--- src/rtl/supctl_pkg.sv ---
package supctl_pkg;
    localparam int CTL_W         = 8;
    localparam int BIT_RX_GRAN   = 7;
    localparam int BIT_TX_GRAN   = 6;
    localparam int BIT_DSR_EN    = 5;
    localparam int BIT_WAKE_EN   = 4;
    localparam int BIT_THR_EMPTY = 3;
    localparam int BIT_MODE_HI   = 2;
    localparam int BIT_MODE_LO   = 1;
    localparam int BIT_MODE_SRC  = 0;
    localparam int STS_WAKE_BIT  = 1;
    localparam int NUM_PINS      = 3;

    typedef enum logic [1:0] {
        DMA_OFF     = 2'd0,
        DMA_SPLIT   = 2'd1,
        DMA_RX_ONLY = 2'd2,
        DMA_TX_ONLY = 2'd3
    } dma_mode_e;
endpackage

--- src/rtl/supctl_sync.sv ---
module supctl_sync #(
    parameter int WIDTH  = 3,
    parameter int STAGES = 2
) (
    input  logic             clk,
    input  logic             rst_n,
    input  logic [WIDTH-1:0] pin_i,
    output logic [WIDTH-1:0] fall_o
);
    localparam int LAST = STAGES;

    // stage 0..STAGES-1 synchronize, stage LAST holds the previous value
    logic [WIDTH-1:0] stg_d [LAST+1];
    logic [WIDTH-1:0] stg_q [LAST+1];

    always_comb begin
        stg_d[0] = pin_i;
        for (int i = 1; i <= LAST; i++) begin
            stg_d[i] = stg_q[i-1];
        end
    end

    generate
        for (genvar g = 0; g <= LAST; g++) begin : g_stage
            always_ff @(posedge clk or negedge rst_n) begin
                if (!rst_n) stg_q[g] <= '1;
                else        stg_q[g] <= stg_d[g];
            end
        end
    endgenerate

    assign fall_o = stg_q[LAST] & ~stg_q[LAST-1];
endmodule

--- src/rtl/supctl_dma_map.sv ---
module supctl_dma_map
    import supctl_pkg::*;
(
    input  logic       src_ctl,
    input  logic [1:0] ctl_mode,
    input  logic       fcr_sel,
    input  logic       tx_req,
    input  logic       rx_req,
    output logic [1:0] req_d
);
    dma_mode_e mode;

    always_comb begin
        if (src_ctl) mode = dma_mode_e'(ctl_mode);
        else         mode = fcr_sel ? DMA_SPLIT : DMA_OFF;

        req_d = 2'b00;
        unique case (mode)
            DMA_OFF:     req_d = 2'b00;
            DMA_SPLIT:   req_d = {rx_req, tx_req};
            DMA_RX_ONLY: req_d = {1'b0, rx_req};
            DMA_TX_ONLY: req_d = {1'b0, tx_req};
            default:     req_d = 2'b00;
        endcase
    end
endmodule

--- src/rtl/uart_supctl.sv ---
module uart_supctl
    import supctl_pkg::*;
#(
    parameter int DATA_W      = 16,
    parameter int SYNC_STAGES = 2
) (
    input  logic              clk,
    input  logic              rst_n,
    input  logic              bus_wr,
    input  logic              bus_addr,
    input  logic [DATA_W-1:0] bus_wdata,
    output logic [DATA_W-1:0] bus_rdata,
    input  logic              fcr_dma_sel,
    input  logic              rx_pin,
    input  logic              cts_pin,
    input  logic              dsr_pin,
    input  logic              dsr_change,
    input  logic              thr_irq_raw,
    input  logic              tx_fifo_empty,
    input  logic              tx_shift_empty,
    input  logic              tx_fifo_req,
    input  logic              rx_fifo_req,
    output logic [1:0]        dma_req,
    output logic              rx_gran1,
    output logic              tx_gran1,
    output logic              wake_sts,
    output logic              irq_o
);
    localparam int RSV_W = DATA_W - CTL_W;

    typedef struct packed {
        logic [CTL_W-1:0] ctl;
        logic             wake;
        logic             irq;
        logic [1:0]       dma;
    } st_t;

    st_t st_d, st_q;
    logic [CTL_W-1:0]    ctl_q;
    logic [NUM_PINS-1:0] pin_fall;
    logic [1:0]          dma_next;
    logic                ctl_wr;
    logic                thr_src;
    logic                dsr_src;

    supctl_sync #(
        .WIDTH  (NUM_PINS),
        .STAGES (SYNC_STAGES)
    ) u_sync (
        .clk    (clk),
        .rst_n  (rst_n),
        .pin_i  ({dsr_pin, cts_pin, rx_pin}),
        .fall_o (pin_fall)
    );

    supctl_dma_map u_dma (
        .src_ctl  (ctl_q[BIT_MODE_SRC]),
        .ctl_mode (ctl_q[BIT_MODE_HI:BIT_MODE_LO]),
        .fcr_sel  (fcr_dma_sel),
        .tx_req   (tx_fifo_req),
        .rx_req   (rx_fifo_req),
        .req_d    (dma_next)
    );

    assign ctl_q = st_q.ctl;

    always_comb begin
        st_d    = st_q;
        ctl_wr  = bus_wr && (bus_addr == 1'b0);
        thr_src = ctl_q[BIT_THR_EMPTY] ? (tx_fifo_empty & tx_shift_empty) : thr_irq_raw;
        dsr_src = ctl_q[BIT_DSR_EN] & dsr_change;

        if (ctl_wr) begin
            st_d.ctl = bus_wdata[CTL_W-1:0];
        end

        // clearing write wins over an edge arriving in the same cycle
        if (ctl_wr && !bus_wdata[BIT_WAKE_EN]) begin
            st_d.wake = 1'b0;
        end else if (ctl_q[BIT_WAKE_EN] && (|pin_fall)) begin
            st_d.wake = 1'b1;
        end

        st_d.irq = st_q.wake | dsr_src | thr_src;
        st_d.dma = dma_next;
    end

    always_ff @(posedge clk or negedge rst_n) begin
        if (!rst_n) st_q <= '0;
        else        st_q <= st_d;
    end

    always_comb begin
        bus_rdata = '0;
        if (bus_addr == 1'b0) begin
            bus_rdata = {{RSV_W{1'b0}}, st_q.ctl};
        end else begin
            bus_rdata[STS_WAKE_BIT] = st_q.wake;
        end
    end

    assign dma_req  = st_q.dma;
    assign rx_gran1 = st_q.ctl[BIT_RX_GRAN];
    assign tx_gran1 = st_q.ctl[BIT_TX_GRAN];
    assign wake_sts = st_q.wake;
    assign irq_o    = st_q.irq;
endmodule

--- config.mk ---
export PLATFORM = sky130hd
export DESIGN_NAME = uart_supctl
export DESIGN_NICKNAME = d
export VERILOG_FILES = /design/src/rtl/supctl_pkg.sv /design/src/rtl/supctl_sync.sv /design/src/rtl/supctl_dma_map.sv /design/src/rtl/uart_supctl.sv
export SDC_FILE = /design/constraint.sdc
export NUM_CORES = 1
export LEC_CHECK = 0
export CORE_UTILIZATION = 58
export DETAILED_ROUTE_END_ITERATION = 8
export DONT_BUFFER_PORTS = 1
export GPL_TIMING_DRIVEN = 1
export PLACE_DENSITY = 0.85
export SYNTH_ARGS = -nofsm -noshare
export SYNTH_HDL_FRONTEND = slang
export SYNTH_SLANG_ARGS = --single-unit
--- constraint.sdc ---
create_clock -name clk -period 1.38 [get_ports clk]
set_clock_uncertainty 0.1 [all_clocks]
set_input_delay 0.276 -clock clk [delete_from_list [all_inputs] [get_ports clk]]
set_output_delay 0.276 -clock clk [all_outputs]
set_load 0.02 [all_outputs]
==> out/metrics.csv, run 1 <==
metric;value;unit
pre_cts_ws;15.0;ps
min_to;dma_req[0];
path_max_fanout;3;
reg2reg_to;wake_sts;
final.setup.worst_slack;-21.4;ps
cts.sinks;21;
synth_area_leader_cell;dfrtp_1;
crit_path_end_kind;output port;
crit_chain;and2b_2;
synth_adder_area_share;0;
critPathTopFamily;flip-flops;
area_delta_synth_final;17.6;%
synth_top_cell_area_share;0.322;
period_minus_slack;1400;ps
ys.flop_type;dfrtp_1;
drv_cap;0;
holdWs;13.6;ps
slew_headroom;0.399;
cts_buffers;3;
finalSetupViolCount;3;
path_class;register to output port;
final_max_slew_viol_count;0;
drt-met1-wl;553;um
r2r_setup_slack;70;ps
fillers;107;
synth_compound_area_frac;0.0362;
drt_iter0_drc;2;
async_flop_share;1.00;
antenna_cells_inserted;0;
dieArea;1770;um^2
synth_top_family_by_area;simple AND/OR/NAND/NOR gates;
ant_nets;0;
synth-seq-area-share;0.575;
hp-start;tx_fifo_req;
clk_transition_reported_paths;110;ps
dr.pass1.iters;3;
rsz0062_at_grt;true;
die_w;42.1;um
syn-cell-area;933;um^2
min_path_cells;2;
via_per_inst;5.18;
status;complete, but fails checks;
synth_mux_area_frac;0.141;
wl_met3;76;um
cts_tree;yes;
routed.top_layer;met4;
fin_util;0.728;
grt_pass1_wl;2.09;mm
reg2reg_depth;3;
fp.dieH;42.1;um
violations;negative setup slack;
overflow;0;
grt_pass1_vias;493;
grt_max_degree;22;
synth-simple-area-share;0.155;
max_freq;714;MHz
worst-path-buf-inv;0;
vias;523;
critPathSlowestCell;dfrtp_2;
cellLeakagePower;0.518;nW
core;1510;um^2
cpPeakStageDelay;480;ps
fin_nets;116;
htreeDepth;1;
numPortBuffers;0;
period_share;1.02;
worst_pin_slew;902;ps
crit_arrival;1030;ps
grt_usage;0.160;
wl_per_cell;16.6;um
gp_congestion;0.676;
start_util;0.620;
antenna_found_initial;0;
boundaryPins;52;
clkLatencyLatePin;290;ps
synthXorXnorAreaFrac;0;
routed_wl;1.67;mm
r2r-start;u_sync.stg_d[1];
drcViolationCount;0;
synth-edff-count;0;
required;1000;ps
ys_warn_count;0;
hold_viol_final;0;
synth_cell_types;24;
cts-root-buf;clkbuf_4;
irDropWorstVdd;728;uV
power_density;1280;nW/um^2
clockBufferDepth;2;
synth_seq_cells;21;
hold_class;input pin to register;
rows;14;
dp_hpwl;1.00;mm
synth_area_leaders;dfrtp_1 32%, dfstp_2 25%, mux2_4 13%, and2b_2 6.6%, buf_4 6.4%;
fin_total_pwr;1.40;mW
post_route_cells_drive_above_1_share;0.506;
met2WireLength;1.04;mm
avgSynthCellArea;13.9;um^2
cp-start-kind;register;
syn-instance-count;67;
[cells by family after synthesis]
logic type | Yosys count
other | 1
DFF | 21
muxes | 9
buffers and inverters | 12
AOI/OAI and AO/OA | 5
and+or+nand+nor | 19
[worst max path at each step]
| stage | start | endpoint | slack [ps] | depth (start not counted) |
|---|---|---|---|---|
| after floorplan | u_sync.stg_d[1] | wake_sts | 130 | 3 |
| after global placement | u_sync.stg_d[1] | wake_sts | 70 | 3 |
| after detailed placement | u_sync.stg_d[1] | wake_sts | 20 | 3 |
| after CTS | ctl_q[7] | bus_rdata[7] | -50 | 1 |
| after global routing | ctl_q[6] | bus_rdata[6] | -60 | 1 |
| final | ctl_q[6] | bus_rdata[6] | -20 | 1 |
[worst reg2reg max path, cell delays in order (launching register included)]
cell,delay (ps)
dfstp_2,550
nor2b_1,50
a2111oi_2,400
nor3_2,90
[layout by cell type (no fill, tap or decap), types with 2 or more instances in the layout]
master / instances
dfrtp_1: 10
mux2_4: 9
dfstp_2: 9
conb_1: 8
and2b_2: 7
dlygate4sd3_1: 7
buf_4: 6
inv_1: 3
clkbuf_4: 3
nand3_1: 2
nor2b_1: 2
dfrtp_2: 2
buf_6: 2
[cells in the mapped netlist, types with 2 or more instances]
cell type,n
nor2b_1,2
inv_1,3
dfstp_2,9
nand3_1,2
and2b_2,7
buf_4,8
dfrtp_1,12
mux2_4,8
[power by group]
group | total, mW | switching, mW | leakage [nW] | internal, mW
Sequential | 0.771 | 0.0739 | 0.234 | 0.697
Combinational | 0.353 | 0.170 | 0.266 | 0.183
Clock | 0.275 | 0.168 | 0.0177 | 0.108
[final cells by class]
type	count	area, um^2	area share
Multi-Input combinational cell	41	349	0.318
Clock inverter	1	5.00	0.00456
Sequential cell	21	539	0.491
Timing Repair Buffer	16	150	0.137
Clock buffer	3	22.5	0.0205
Inverter	3	11.3	0.0103
Tap cell	16	20.0	0.0182
[registers in the layout, summed over array words and instances, names as in the netlist]
| register | cells |
|---|---|
| wake_sts | 1 |
| u_sync.stg_q | 3 |
| ctl_q | 8 |
| dma_req | 2 |
| u_sync.stg_d | 6 |
| irq_o | 1 |
[per-layer routing]
metal / GRT usage / up-vias
met4: 0.0938 / 0
met5: 0 / -
met3: 0.0388 / 2
li1: - / 242
met1: 0.176 / 261
met2: 0.278 / 18
[what timing repair did]
item                                    4_1_cts  5_1_grt
pin swaps                                     0        0
setup buffers                                 3        3
endpoints found under the setup margin        4        9
resized for setup                             4        3
gates cloned                                  0        0
hold buffers                                  5        3
endpoints found under the hold margin        25        3
[stage by stage]
| step | instances | cell area (um^2) | TNS (ps) |
|---|---|---|---|
| floorplan | 74 | 960 | 0 |
| global placement | 83 | 923 | 0 |
| detailed placement | 83 | 923 | 0 |
| CTS | 95 | 1030 | -107 |
| global route | 101 | 1100 | -191 |
| finish | 101 | 1100 | -53.3 |
(Power assumes the default switching activity.)
==> inputs of run 2 (changes only) <==
Settings changed: CORE_UTILIZATION 58 to 35, CTS_CLUSTER_DIAMETER set to 30, PLACE_DENSITY 0.85 to 0.6.
==> out/metrics.csv, run 2 (synthesis gave the netlist of run 1 again) <==
metric;value;unit;change
status;complete, but fails checks;;unchanged
violations;negative setup slack;;unchanged
routed_wl;1.41;mm;was 1.67 mm
crit_chain;and2b_2;;unchanged
largest_reg_flops;8;;unchanged
grt_pass1_vias;497;;was 493
cellLeakagePower;0.531;nW;was 0.518 nW
max_freq;712;MHz;was 714 MHz
grt_usage;0.114;;was 0.160
vias;520;;was 523
cts.sinks;21;;unchanged
crit_arrival;1030;ps;about the same
min_path_cells;1;;was 2
cts-root-buf;clkbuf_4;;unchanged
drcViolationCount;0;;unchanged
overflow;0;;unchanged
via_per_inst;4.37;;was 5.18
drv_cap;0;;unchanged
tns;-57.3;ps;was -53.3 ps
netSwitchingFraction;0.286;;was 0.294
cts_buffers;3;;unchanged
irDropWorstVdd;696;uV;was 728 uV
finalSetupViolCount;3;;unchanged
cpPeakStageDelay;480;ps;about the same
cp-start-kind;register;;unchanged
power_density;1190;nW/um^2;was 1280 nW/um^2
wl_per_cell;11.8;um;was 16.6 um
ant_nets;0;;unchanged
antenna_cells_inserted;0;;unchanged
path_max_fanout;3;;unchanged
dr.pass1.iters;4;;was 3
final_max_slew_viol_count;0;;unchanged
slew_headroom;0.412;;was 0.399
gp_congestion;0.707;;was 0.676
worst-path-buf-inv;0;;unchanged
r2r-start;u_sync.stg_d[1];;unchanged
fp.dieH;53.6;um;was 42.1 um
period_minus_slack;1410;ps;was 1400 ps
clkLatencyLatePin;290;ps;about the same
fin_cells;119;;was 101
holdWs;21.8;ps;was 13.6 ps
placedCellCount;97;;was 83
multi_input_area;349;um^2;unchanged
htreeDepth;1;;unchanged
dp_hpwl;1.04;mm;was 1.00 mm
rsz0062_at_grt;true;;unchanged
clockBufferDepth;2;;unchanged
path_class;register to output port;;unchanged
crit_path_end_kind;output port;;unchanged
grt_pass1_wl;2.24;mm;was 2.09 mm
fin_nets;120;;was 116
hold_class;input pin to register;;unchanged
rows;18;;was 14
comb_power_share;0.237;;was 0.252
numPortBuffers;0;;unchanged
p_int;0.977;mW;was 0.988 mW
required;1000;ps;about the same
power_frac_seq;0.561;;was 0.551
die_w;53.6;um;was 42.1 um
layout_common_cells;12 x dlygate4sd3_1, 10 x dfrtp_1, 9 x mux2_4, 9 x dfstp_2, 8 x conb_1;;was 10 x dfrtp_1, 9 x mux2_4, 9 x dfstp_2, 8 x conb_1
hp-start;bus_wdata[7];;was tx_fifo_req
p_switching;0.392;mW;was 0.411 mW
fillers;229;;was 107
min_to;ctl_q[7];;was dma_req[0]
power.share.clock;0.201;;was 0.197
start_util;0.373;;was 0.620
cts_tree;yes;;unchanged
worst_pin_slew;881;ps;was 902 ps
period_share;1.02;;about the same
design_area;1150;um^2;was 1100 um^2
area_delta_synth_final;23.2;%;was 17.6%
hold_viol_final;0;;unchanged
reg2reg_depth;3;;unchanged
critPathSlowestCell;dfrtp_2;;unchanged
antenna_found_initial;0;;unchanged
grt_max_degree;22;;unchanged
core;2500;um^2;was 1510 um^2
boundaryPins;52;;unchanged
pre_cts_ws;28.5;ps;was 15.0 ps
final_common_cell;dlygate4sd3_1;;was dfrtp_1
clk_transition_reported_paths;110;ps;about the same
critPathTopFamily;flip-flops;;unchanged
regArea;539;um^2;unchanged
reg2reg_to;wake_sts;;unchanged
post_route_cells_drive_above_1_share;0.472;;was 0.506
dieArea;2880;um^2;was 1770 um^2
final.setup.worst_slack;-25.2;ps;was -21.4 ps
placed_cell_area;941;um^2;was 923 um^2
drt_iter0_drc;3;;was 2
r2r_setup_slack;130;ps;was 70 ps
## run 2: cell types whose count changed in the layout (fill, tap and decap cells not counted)
cell | previous run | this run
dlygate4sd3_1 | 7 | 12
buf_6 | 2 | 0
buf_4 | 6 | 7
## run 2: power by group through the flow
stage / registers [mW] / logic [mW] / clock network (mW)
2_1_floorplan: 0.784 / 0.208 / 0
3_3_place_gp: 0.785 / 0.228 / 0
3_5_place_dp: 0.788 / 0.233 / 0
4_1_cts: 0.773 / 0.280 / 0.295
5_1_grt: 0.779 / 0.351 / 0.322
6_report: 0.769 / 0.325 / 0.276
## run 2: metrics by stage
step	power, mW	utilization
2_1_floorplan	0.992	-
3_3_place_gp	1.01	0.376
3_5_place_dp	1.02	0.376
4_1_cts	1.35	0.416
5_1_grt	1.45	0.460
6_report	1.37	0.460
## run 2: cell type report
class / instances / share of cell area
Clock buffer: 3 / 0.0196
Clock inverter: 1 / 0.00435
Inverter: 3 / 0.00979
Multi-Input combinational cell: 41 / 0.304
Sequential cell: 21 / 0.469
Tap cell: 30 / 0.0326
Timing Repair Buffer: 20 / 0.161
## run 2: worst register-to-register path: stages, from the launching register on
cell and delay (ps):
dfstp_2 540, nor2b_1 50, a2111oi_2 380, nor3_2 80
## run 2: worst max path at each step
stage	slack, ps	endpoint	from	depth (start not counted)
3_3_place_gp	70	wake_sts	u_sync.stg_d[1]	3
2_1_floorplan	130	wake_sts	u_sync.stg_d[1]	3
4_1_cts	-40	bus_rdata[7]	ctl_q[7]	1
3_5_place_dp	30	wake_sts	u_sync.stg_d[1]	3
5_1_grt	-70	bus_rdata[7]	ctl_q[7]	1
6_report	-30	bus_rdata[6]	ctl_q[6]	1
## run 2: repair_timing
action                                  CTS  global route
hold buffers                              5             8
buffers inserted                          2             3
endpoints found under the setup margin    4            10
hold endpoints to repair                 25             7
cloned                                    0             0
gates resized for setup                   3             2
## run 2: per-layer routing
metal  vias up  share of wire  global-route usage
met5         -              0                   0
li1        247              -                   -
met3         2          0.063              0.0395
met2        19           0.50               0.185
met1       252           0.42               0.125
met4         0         0.0085              0.0789
